## src/rtl/vsg_pkg.sv

```systemverilog
package vsg_pkg;

    typedef enum logic {
        FLD_SHORT = 1'b0,
        FLD_LONG  = 1'b1
    } field_e;

endpackage

```

## src/rtl/sync_line_timer.sv

```systemverilog
module sync_line_timer #(
    parameter int CYC_PER_LINE = 1024,
    parameter int HS_LEN       = 75,
    parameter int PIX_START    = 264,
    parameter int PIX_LEN      = 640,
    localparam int CW          = $clog2(CYC_PER_LINE)
) (
    input  logic          clk,
    input  logic          rst_n,
    output logic [CW-1:0] cyc_o,
    output logic          eol_o,
    output logic          sol_o,
    output logic          upper_half_o,
    output logic          hs_act_o,
    output logic          pix_win_o
);

    localparam logic [CW-1:0] LAST_C = CW'(CYC_PER_LINE - 1);
    localparam logic [CW-1:0] HALF_C = CW'(CYC_PER_LINE / 2);
    localparam logic [CW:0]   HS_E   = (CW+1)'(HS_LEN);
    localparam logic [CW:0]   PIX_B  = (CW+1)'(PIX_START);
    localparam logic [CW:0]   PIX_E  = (CW+1)'(PIX_START + PIX_LEN);

    typedef struct packed {
        logic [CW-1:0] cyc;
        logic          hs;
        logic          pix;
    } lt_state_t;

    lt_state_t st_d, st_q;

    always_comb begin
        st_d = st_q;
        if (st_q.cyc == LAST_C) begin
            st_d.cyc = '0;
        end else begin
            st_d.cyc = st_q.cyc + 1'b1;
        end
        st_d.hs  = ({1'b0, st_d.cyc} < HS_E);
        st_d.pix = ({1'b0, st_d.cyc} >= PIX_B) && ({1'b0, st_d.cyc} < PIX_E);
    end

    always_ff @(posedge clk or negedge rst_n) begin
        if (!rst_n) begin
            st_q.cyc <= '0;
            st_q.hs  <= (HS_LEN > 0);
            st_q.pix <= (PIX_START == 0) && (PIX_LEN > 0);
        end else begin
            st_q <= st_d;
        end
    end

    assign cyc_o        = st_q.cyc;
    assign eol_o        = (st_q.cyc == LAST_C);
    assign sol_o        = (st_q.cyc == '0);
    assign upper_half_o = (st_q.cyc >= HALF_C);
    assign hs_act_o     = st_q.hs;
    assign pix_win_o    = st_q.pix;

    // the counter wraps to zero after the last cycle
    p_cyc_wrap_r1: assert property (@(posedge clk) disable iff (!rst_n)
        (cyc_o == LAST_C) |=> (cyc_o == '0));

    // sync ends exactly at the configured width
    p_hs_end_r2: assert property (@(posedge clk) disable iff (!rst_n)
        $fell(hs_act_o) |-> ({1'b0, cyc_o} == HS_E));

    // the window opens at its configured start cycle
    p_pix_open_r3: assert property (@(posedge clk) disable iff (!rst_n)
        $rose(pix_win_o) |-> ({1'b0, cyc_o} == PIX_B));

endmodule

```

## src/rtl/sync_field_timer.sv

```systemverilog
module sync_field_timer
    import vsg_pkg::*;
#(
    parameter int LINES_SHORT = 312,
    parameter int VS_FULL     = 2,
    parameter int PIC_FIRST   = 38,
    parameter int PIC_LINES   = 256,
    parameter int ROW_LINES   = 8,
    parameter int ROW_PITCH   = 10,
    parameter int TEXT_ROWS   = 24,
    localparam int LW         = $clog2(LINES_SHORT + 1)
) (
    input  logic          clk,
    input  logic          rst_n,
    input  logic          eol_i,
    input  logic          upper_half_i,
    input  logic          text_i,
    output logic [LW-1:0] line_o,
    output logic          field_o,
    output logic          vs_act_o,
    output logic          disp_o,
    output logic          pic_end_o
);

    localparam int SW = $clog2(ROW_PITCH);
    localparam int RW = $clog2(TEXT_ROWS + 1);
    localparam logic [LW-1:0] LAST_SHORT = LW'(LINES_SHORT - 1);
    localparam logic [LW-1:0] LAST_LONG  = LW'(LINES_SHORT);
    localparam logic [LW-1:0] VS_L       = LW'(VS_FULL);
    localparam logic [LW:0]   PIC_B      = (LW+1)'(PIC_FIRST);
    localparam logic [LW:0]   PIC_E      = (LW+1)'(PIC_FIRST + PIC_LINES);
    localparam logic [SW-1:0] SUB_LAST   = SW'(ROW_PITCH - 1);
    localparam logic [SW-1:0] SUB_SHOWN  = SW'(ROW_LINES);
    localparam logic [RW-1:0] ROW_MAX    = RW'(TEXT_ROWS);

    typedef struct packed {
        logic [LW-1:0] line;
        field_e        field;
        logic [SW-1:0] sub;
        logic [RW-1:0] row;
    } ft_state_t;

    ft_state_t st_d, st_q;
    logic      last_line;
    logic      in_pic;
    logic      vs_short;
    logic      vs_long;
    logic      text_show;

    always_comb begin
        st_d      = st_q;
        last_line = (st_q.field == FLD_SHORT) ? (st_q.line == LAST_SHORT)
                                              : (st_q.line == LAST_LONG);
        if (eol_i) begin
            if (last_line) begin
                st_d.line  = '0;
                st_d.field = (st_q.field == FLD_SHORT) ? FLD_LONG : FLD_SHORT;
            end else begin
                st_d.line = st_q.line + 1'b1;
            end
            if ({1'b0, st_d.line} == PIC_B) begin
                st_d.sub = '0;
                st_d.row = '0;
            end else if (st_q.sub == SUB_LAST) begin
                st_d.sub = '0;
                if (st_q.row != ROW_MAX) begin
                    st_d.row = st_q.row + 1'b1;
                end
            end else begin
                st_d.sub = st_q.sub + 1'b1;
            end
        end
    end

    always_ff @(posedge clk or negedge rst_n) begin
        if (!rst_n) begin
            st_q.line  <= '0;
            st_q.field <= FLD_SHORT;
            st_q.sub   <= '0;
            st_q.row   <= '0;
        end else begin
            st_q <= st_d;
        end
    end

    always_comb begin
        in_pic    = ({1'b0, st_q.line} >= PIC_B) && ({1'b0, st_q.line} < PIC_E);
        vs_short  = (st_q.line < VS_L) || ((st_q.line == VS_L) && !upper_half_i);
        vs_long   = ((st_q.line == '0) && upper_half_i) ||
                    ((st_q.line != '0) && (st_q.line <= VS_L));
        text_show = (st_q.sub < SUB_SHOWN) && (st_q.row < ROW_MAX);
    end

    assign line_o    = st_q.line;
    assign field_o   = (st_q.field == FLD_LONG);
    assign vs_act_o  = (st_q.field == FLD_SHORT) ? vs_short : vs_long;
    assign disp_o    = in_pic && (!text_i || text_show);
    assign pic_end_o = ({1'b0, st_q.line} == PIC_E);

    // the short field hands over to the long field
    p_short_wrap_r4: assert property (@(posedge clk) disable iff (!rst_n)
        (eol_i && !field_o && (line_o == LAST_SHORT)) |=> (line_o == '0 && field_o));

    // the long field hands back to the short field
    p_long_wrap_r4: assert property (@(posedge clk) disable iff (!rst_n)
        (eol_i && field_o && (line_o == LAST_LONG)) |=> (line_o == '0 && !field_o));

    // the short field never reaches the extra line
    p_line_bound_r4: assert property (@(posedge clk) disable iff (!rst_n)
        !field_o |-> (line_o < LAST_LONG));

    // vertical sync only begins on line 0
    p_vs_begin_r5: assert property (@(posedge clk) disable iff (!rst_n)
        $rose(vs_act_o) |-> (line_o == '0));

endmodule

```

## src/rtl/vid_sync_gen.sv

```systemverilog
module vid_sync_gen #(
    parameter int CYC_PER_LINE = 1024,
    parameter int HS_LEN       = 75,
    parameter int PIX_START    = 264,
    parameter int PIX_LEN      = 640,
    parameter int LINES_SHORT  = 312,
    parameter int VS_FULL      = 2,
    parameter int PIC_FIRST    = 38,
    parameter int PIC_LINES    = 256,
    parameter int ROW_LINES    = 8,
    parameter int ROW_PITCH    = 10,
    parameter int TEXT_ROWS    = 24,
    localparam int CW          = $clog2(CYC_PER_LINE),
    localparam int LW          = $clog2(LINES_SHORT + 1)
) (
    input  logic          clk,
    input  logic          rst_n,
    input  logic          text_mode_i,
    output logic          hsync_n_o,
    output logic          csync_n_o,
    output logic          pix_en_o,
    output logic          disp_line_o,
    output logic [LW-1:0] line_o,
    output logic [CW-1:0] cyc_o,
    output logic          field_o,
    output logic          irq_o
);

    logic eol, sol, upper_half, hs_act, pix_win;
    logic vs_act, disp, pic_end;

    sync_line_timer #(
        .CYC_PER_LINE (CYC_PER_LINE),
        .HS_LEN       (HS_LEN),
        .PIX_START    (PIX_START),
        .PIX_LEN      (PIX_LEN)
    ) line_tmr_i (
        .clk          (clk),
        .rst_n        (rst_n),
        .cyc_o        (cyc_o),
        .eol_o        (eol),
        .sol_o        (sol),
        .upper_half_o (upper_half),
        .hs_act_o     (hs_act),
        .pix_win_o    (pix_win)
    );

    sync_field_timer #(
        .LINES_SHORT (LINES_SHORT),
        .VS_FULL     (VS_FULL),
        .PIC_FIRST   (PIC_FIRST),
        .PIC_LINES   (PIC_LINES),
        .ROW_LINES   (ROW_LINES),
        .ROW_PITCH   (ROW_PITCH),
        .TEXT_ROWS   (TEXT_ROWS)
    ) field_tmr_i (
        .clk          (clk),
        .rst_n        (rst_n),
        .eol_i        (eol),
        .upper_half_i (upper_half),
        .text_i       (text_mode_i),
        .line_o       (line_o),
        .field_o      (field_o),
        .vs_act_o     (vs_act),
        .disp_o       (disp),
        .pic_end_o    (pic_end)
    );

    assign hsync_n_o   = !hs_act;
    assign csync_n_o   = !(hs_act || vs_act);
    assign disp_line_o = disp;
    assign pix_en_o    = pix_win && disp;
    assign irq_o       = pic_end && sol;

    // pixels are only enabled on display lines
    p_pix_needs_disp_r3: assert property (@(posedge clk) disable iff (!rst_n)
        pix_en_o |-> disp_line_o);

    // horizontal sync always shows on composite sync
    p_csync_has_hs_r5: assert property (@(posedge clk) disable iff (!rst_n)
        !hsync_n_o |-> !csync_n_o);

    // the end-of-picture interrupt lasts one cycle
    p_irq_single_r8: assert property (@(posedge clk) disable iff (!rst_n)
        irq_o |=> !irq_o);

endmodule

```

## config.mk

```make
export PLATFORM = sky130hd
export DESIGN_NAME = vid_sync_gen
export DESIGN_NICKNAME = d
export VERILOG_FILES = /design/src/rtl/vsg_pkg.sv /design/src/rtl/sync_line_timer.sv /design/src/rtl/sync_field_timer.sv /design/src/rtl/vid_sync_gen.sv
export SDC_FILE = /design/constraint.sdc
export NUM_CORES = 1
export LEC_CHECK = 0
export ABC_AREA = 1
export BUFFER_PORTS_ARGS = -buffer_cell sky130_fd_sc_hd__buf_2
export CORE_ASPECT_RATIO = 1.5
export CORE_UTILIZATION = 52
export DETAILED_ROUTE_END_ITERATION = 10
export PLACE_DENSITY = 0.76
export SKIP_CTS_REPAIR_TIMING = 1
export SYNTH_ARGS = -nofsm -noshare
export SYNTH_HDL_FRONTEND = slang
export SYNTH_HIERARCHICAL = 1
export SYNTH_SLANG_ARGS = --single-unit
```

## constraint.sdc

```tcl
create_clock -name clk -period 1.6 [get_ports clk]
set_input_delay 0.08 -clock clk [delete_from_list [all_inputs] [get_ports clk]]
set_output_delay 0.08 -clock clk [all_outputs]
set_load 0.02 [all_outputs]
```

[After elaboration in Yosys (flattened, before gate mapping)]
Cells that the tools add are included.
Word-level totals
  bits in registers: 31
  latch bits: 0
  RAM bits: 0
  ROM bits: 0
  input bits: 3
  output and inout port bits: 25
  word-level logic and storage cells: 63
  memories: 0
Cells by class
  add/subtract/negate cells: 4
  $mul: 0
  div/mod/pow operators: 0
  magnitude comparators: 10
  equality and inequality tests: 8
  shift operators: 0
  multiplexer cells: 10
  bitwise logic cells: 0
  reduce and logical (&&, ||, !) cells: 24
Operators with widths (count)
  9-bit equality test (second input constant): 3
  9-bit two-way mux: 3
  10-bit by 1-bit adder with 10-bit output (second input constant): 1
  10-bit equality test (second input constant): 1
  10-bit >= comparator (second input constant): 1
  10-bit by 9-bit >= comparator with 1-bit output (second input constant): 1
  10-bit logical NOT: 1
  10-bit < comparator (second input constant): 1
  10-bit by 7-bit < comparator with 1-bit output (second input constant): 1
  10-bit two-way mux: 1
  5-bit two-way mux: 2
  9-bit by 1-bit adder with 9-bit output (second input constant): 1
  9-bit by 2-bit equality test with 1-bit output (second input constant): 1
  9-bit by 6-bit equality test with 1-bit output (second input constant): 1
  9-bit by 6-bit >= comparator with 1-bit output (second input constant): 1
  9-bit by 2-bit less-or-equal comparator with 1-bit output (second input constant): 1
  1-bit logical AND: 9
  9-bit logical NOT: 1
  9-bit by 2-bit < comparator with 1-bit output (second input constant): 1
  9-bit < comparator (second input constant): 1
  9-bit nonzero test: 1
  5-bit by 1-bit adder with 5-bit output (second input constant): 1
  5-bit < comparator (second input constant): 1
  5-bit != test (second input constant): 1
  10 further kinds: 19

[Depth between registers and ports, before layout]
  depth in word-level cells: 7
  depth in mapped cells: 13
  depth with buffers taken out: 12

[Cells and area by module]
The synthesis kept the hierarchy.
Modules (own cells, without submodules)
  sync_field_timer: times used 1, cells an instance 198, area an instance 1427.6 um^2, seq. area each 475.5 um^2
  sync_line_timer: times used 1, cells an instance 95, area an instance 721.9 um^2, seq. area each 301.5 um^2
  vid_sync_gen: times used 1, cells an instance 6, area an instance 22.5 um^2, seq. area each 0.0 um^2

[Worst setup path before layout]
No wires, ideal clock.
  path type: register to output
  from: register field_tmr_i.st_q, in the netlist field_tmr_i/line_o[0]
  to: output pix_en_o
  arrival time: 1772 ps
  setup slack: -252 ps
  cell stages (with the launch flop): 7
  buffers on the path: 0
  cells stage by stage: dfrtp_1 inv_1 ha_1 nand4_1 a311oi_1 nand2_1 inv_1
On the way
  word-level cells in the longest chain between the ends: 4
  elaborated cells on any way between the ends: 5
RTL lines
  from (decl): RTL line sync_field_timer.sv:43  | ft_state_t st_d, st_q;
  from (signal assigned): RTL line sync_field_timer.sv:82  | st_q <= st_d;
  9-bit by 6-bit >= comparator with 1-bit output / 9-bit < comparator (equally long branches): RTL line sync_field_timer.sv:87  | in_pic = ({1'b0, st_q.line} >= PIC_B) && ({1'b0, st_q.line} < PIC_E);
  1-bit logical AND *: RTL line sync_field_timer.sv:87
  1-bit logical AND *: RTL line sync_field_timer.sv:97  | assign disp_o = in_pic && (!text_i || text_show);
  via disp_line_o: RTL line vid_sync_gen.sv:22  | output logic disp_line_o,
  1-bit logical AND *: RTL line vid_sync_gen.sv:72  | assign pix_en_o = pix_win && disp;
  to (decl): RTL line vid_sync_gen.sv:21  | output logic pix_en_o,
Mark *: on every way through the listed nets, which the timed path passes. The rest lies on a longest branch.

[Worst setup path in the final report]
  from: register field_tmr_i.st_q, in the netlist field_tmr_i/line_o[0]
  to: output csync_n_o
On the way
  word-level cells in the longest chain between the ends: 6
  elaborated cells on any way between the ends: 13
RTL lines
  9-bit by 2-bit less-or-equal comparator with 1-bit output, or another cell as far along: RTL line sync_field_timer.sv:90  | ((st_q.line != '0) && (st_q.line <= VS_L));
  1-bit logical AND (on tied branches): RTL line sync_field_timer.sv:90, sync_field_timer.sv:88, sync_field_timer.sv:89
  1-bit logical OR (on tied branches): RTL line sync_field_timer.sv:89, sync_field_timer.sv:88
  1-bit two-way mux *: RTL line sync_field_timer.sv:96  | assign vs_act_o = (st_q.field == FLD_SHORT) ? vs_short : vs_long;
  via vs_act: RTL line vid_sync_gen.sv:30  | logic vs_act, disp, pic_end;
  1-bit logical OR *: RTL line vid_sync_gen.sv:70  | assign csync_n_o = !(hs_act || vs_act);
  1-bit logical NOT *: RTL line vid_sync_gen.sv:70
  to (decl): RTL line vid_sync_gen.sv:20  | output logic csync_n_o,
Marks and branches as above.

==> qor.log <==
INFO  placed_design  dpl.hpwl=3780um
INFO  clock_network  clockBufferDepth=2
INFO  global_routing gr-usage-met3=4.68%
INFO  global_routing grt.overflow.total=0
INFO  global_routing grt-busiest-layer=met2
INFO  global_routing met2_capacity_usage_during_global_routing=45.7%
INFO  global_routing global_route_wire_length_before_repair=7850um
INFO  finish         final_nets=367
INFO  routing        drt_pre_antenna_iters=6
INFO  sta            fin_ws=-260ps
INFO  sta            clock_skew=2.17ps
INFO  pwr            leakage=0.00153uW
INFO  finish         area_growth_syn_to_layout=31.2%
INFO  worst_setup_path cp-start-kind=flip-flop
INFO  worst_setup_path reg2regPathDepth=12
INFO  placed_design  dpl.cell_count=381
INFO  die            die_h=81.2um
INFO  finish         post-route-util=72.0%
INFO  die            die_width=54.8um
INFO  sta            hold_viol_final=0
INFO  yosys          postSynthNetCount=312
INFO  yosys          ys.warnings.count=6
INFO  die            floorplan.die_area=0.00444mm^2
INFO  placed_design  gpl.final_weighted_congestion=0.902
INFO  global_routing use_met1=25.7%
INFO  routing        post-route-drc-count=0
INFO  yosys          post_synth_instance_area=0.00217mm^2
INFO  clock_network  worst_skew_pair.late_latency=280ps
INFO  die            fp-row-count=28
INFO  clock_network  clk_pin_slew_worst_paths=60ps
INFO  global_routing grt_max_degree=32
INFO  finish         num_antenna_cells=0
INFO  routing        postRouteWirelength=5790um
INFO  yosys          post_synth_inst_count=299
INFO  yosys          post_synth_xor_area_fraction=3.63%
INFO  yosys          yosys-mux-area-fraction=0%
INFO  yosys          synth_seq_cells=31
INFO  placed_design  placement.setup.worst_slack=-172ps
INFO  sta            report.final.setup_viol=14
INFO  worst_setup_path worst_setup_path_end_kind=output pin
INFO  yosys          synth_top_family_by_area=simple AND/OR/NAND/NOR gates
INFO  finish         share_of_final_layout_standard_cells_stronger_than_drive_strength_1=36.3%
INFO  clock_network  cts_num_sinks=31
INFO  sta            worst_slew_margin_rel=52.8%
INFO  yosys          synth_area_per_cell=7.26um^2
INFO  pwr            vdd_ir_drop_max=609uV
INFO  routing        detail_route.iter0.violations=92
INFO  pwr            power.density=493mW/mm^2
INFO  worst_setup_path data_required_time_at_the_worst_endpoint=1520ps
INFO  die            starting_density_of_the_core=54.9%
INFO  worst_setup_path critPathKind=flip-flop to output pin
INFO  job            timing.max_cap.violations=0
INFO  worst_setup_path cp.arrival=1780ps
INFO  yosys          post_synth_adder_cell_area=5.76%
INFO  yosys          synth_simple_gate_area_share=35.8%
INFO  routing        postRouteAntennaNets=0
INFO  yosys          synth-compound-area-share=6.22%
INFO  routing        via_count=2133
INFO  worst_setup_path critical_path_peak_fanout=4
INFO  clock_network  cts_tree=yes
INFO  sta            final.min_clock_period=1860ps
INFO  routing        vias_per_cell=5.33
INFO  worst_hold_path type_of_the_most_critical_hold_path=primary input to async pin
INFO  routing        route.detailed.wl_per_inst=14.5um
INFO  clock_network  numCtsBuffers=5
INFO  placed_design  count_of_input_and_output_buffers=27
INFO  finish         finalNonFillerCells=400
INFO  global_routing grt_util_all_layers=24.8%
INFO  sta            grt_setup_unrepaired=true
INFO  clock_network  h-tree-depth=2
INFO  sta            drv_slew=0
INFO  outcome        violations_in_the_final_reports=negative setup slack
INFO  yosys          ys_types=33
INFO  outcome        status=finished with violations
INFO  global_routing via_count_of_the_first_global_routing_pass=1877
INFO  yosys          seq_area_frac_synth=35.8%
INFO  sta            final.period_utilization=116%
INFO  die            io_pins=28
INFO  sta            worst_pin_slew=708ps
INFO  pwr            total_power=1400uW
INFO  sta            fmax=0.538GHz
INFO  clock_network  cts_root_buf=sky130_fd_sc_hd__clkbuf_8
INFO  die            core_area=0.00396mm^2
INFO  sta            totalNegativeSetupSlack=-2310ps
INFO  global_routing number_of_antenna_violations_at_the_first_check_in_global_routing=0
[stage by stage]
| step | instance area, um^2 | hold WS [ps] |
|---|---|---|
| after CTS | 2560 | -143 |
| after detailed placement | 2470 | 168 |
| after floorplan | 2200 | -216 |
| after global placement | 2470 | 162 |
| after global routing | 2850 | 449 |
| final | 2850 | 385 |
[layout by cell type, fill, tap and decap left out, types with 6 or more instances in the layout]
cell type                  n
sky130_fd_sc_hd__dfrtp_2   6
sky130_fd_sc_hd__o21ai_0  11
sky130_fd_sc_hd__buf_6     7
sky130_fd_sc_hd__nand2_2  10
sky130_fd_sc_hd__buf_2    24
sky130_fd_sc_hd__buf_4    28
sky130_fd_sc_hd__dfrtp_1  24
sky130_fd_sc_hd__nand2_1  63
sky130_fd_sc_hd__nand3_1  27
sky130_fd_sc_hd__nor2_4    7
sky130_fd_sc_hd__inv_1    42
sky130_fd_sc_hd__xor2_1    7
sky130_fd_sc_hd__nor2_1   28
sky130_fd_sc_hd__nand3_2   7
[state kept, by name (all words and copies together) (netlist names)]
signal,cells
field_tmr_i/line_o,9
field_tmr_i/field_o,1
field_tmr_i/st_q,9
line_tmr_i/hs_act_o,1
line_tmr_i/pix_win_o,1
line_tmr_i/cyc_o,10
[cell type report]
type	count	area, um^2
clock buffers	7	76.3
clock inverters	1	5.00
fillers	310	1110
inverters	51	206
multi-input cells	204	1280
flip-flops and latches	31	785
well taps	45	56.3
repair buffers	61	439
[cell usage after synthesis]
master / count / area (um^2)
sky130_fd_sc_hd__nor2_4: 4 / 45.0
sky130_fd_sc_hd__nand3_1: 31 / 155
sky130_fd_sc_hd__a21oi_1: 2 / 10.0
sky130_fd_sc_hd__o21ai_2: 2 / 17.5
sky130_fd_sc_hd__xnor2_1: 1 / 8.76
sky130_fd_sc_hd__nand2_4: 1 / 11.3
sky130_fd_sc_hd__o21ai_0: 13 / 65.1
sky130_fd_sc_hd__clkinv_1: 2 / 7.51
sky130_fd_sc_hd__nand4_1: 4 / 25.0
sky130_fd_sc_hd__a21boi_0: 1 / 7.51
sky130_fd_sc_hd__inv_2: 1 / 3.75
sky130_fd_sc_hd__dfrtp_1: 30 / 751
sky130_fd_sc_hd__nor2_2: 4 / 25.0
sky130_fd_sc_hd__o21bai_1: 1 / 7.51
sky130_fd_sc_hd__nor4_1: 1 / 6.26
sky130_fd_sc_hd__nand3b_1: 1 / 7.51
sky130_fd_sc_hd__nand2_2: 5 / 31.3
sky130_fd_sc_hd__o311ai_0: 1 / 8.76
sky130_fd_sc_hd__ha_1: 10 / 125
sky130_fd_sc_hd__dfstp_2: 1 / 26.3
sky130_fd_sc_hd__xor2_1: 8 / 70.1
sky130_fd_sc_hd__o21ai_1: 2 / 10.0
sky130_fd_sc_hd__nand3_4: 1 / 17.5
sky130_fd_sc_hd__nor3b_1: 1 / 7.51
sky130_fd_sc_hd__nand3_2: 4 / 40.0
sky130_fd_sc_hd__clkbuf_1: 3 / 11.3
sky130_fd_sc_hd__inv_1: 48 / 180
sky130_fd_sc_hd__nor2_1: 32 / 120
sky130_fd_sc_hd__buf_4: 10 / 75.1
sky130_fd_sc_hd__a311oi_1: 1 / 8.76
sky130_fd_sc_hd__nand2_1: 69 / 259
sky130_fd_sc_hd__nor3_1: 3 / 15.0
sky130_fd_sc_hd__nand4_2: 1 / 12.5
[worst max-delay path: stages, from the launching register on]
cell,delay (ps)
sky130_fd_sc_hd__dfrtp_2,440
sky130_fd_sc_hd__inv_2,130
sky130_fd_sc_hd__buf_12,120
sky130_fd_sc_hd__ha_4,110
sky130_fd_sc_hd__inv_2,40
sky130_fd_sc_hd__o21ai_2,100
sky130_fd_sc_hd__o311ai_1,100
sky130_fd_sc_hd__nor3_1,230
sky130_fd_sc_hd__nor2_1,70
sky130_fd_sc_hd__buf_4,160
[where the power goes]
group	internal [uW]	leakage (uW)	switching, uW	total, uW
Sequential	784	0.000407	0	784
Combinational	3.56	0.00108	15.6	19.1
Clock	305	0.0000422	296	601
Total	1090	0.00153	312	1400
[cells by family (layout without fill, tap and decap cells)]
logic type | after synthesis | count (layout)
AOI/OAI and AO/OA | 23 | 23
xor gates and xnor gates | 9 | 9
adders and majority gates | 10 | 10
buffers and inverters | 64 | 120
DFF | 31 | 31
and+or+nand+nor | 162 | 162
[layer usage]
| metal | wire length (um) | part of all wire, % | vias to the layer above |
|---|---|---|---|
| met4 | 142 | 2.5 | 0 |
| li1 | - | - | 1044 |
| met3 | 249 | 4.3 | 18 |
| met5 | 0 | 0 | - |
| met2 | 3250 | 56 | 58 |
| met1 | 2150 | 37 | 1013 |
[worst paths after layout]
path | from | slack [ps] | end
setup / recovery | field_tmr_i/line_o[0] | -260 | csync_n_o
hold / removal | rst_n | 380 | field_tmr_i/field_o
setup reg to reg | field_tmr_i/line_o[1] | -190 | field_tmr_i/st_q[7]
hold reg to reg | field_tmr_i/field_o | 510 | field_tmr_i/field_o
max in group asynchronous | rst_n | 710 | line_tmr_i/cyc_o[1]
min in group clk | field_tmr_i/field_o | 510 | field_tmr_i/field_o
(Power assumes the default switching activity.)
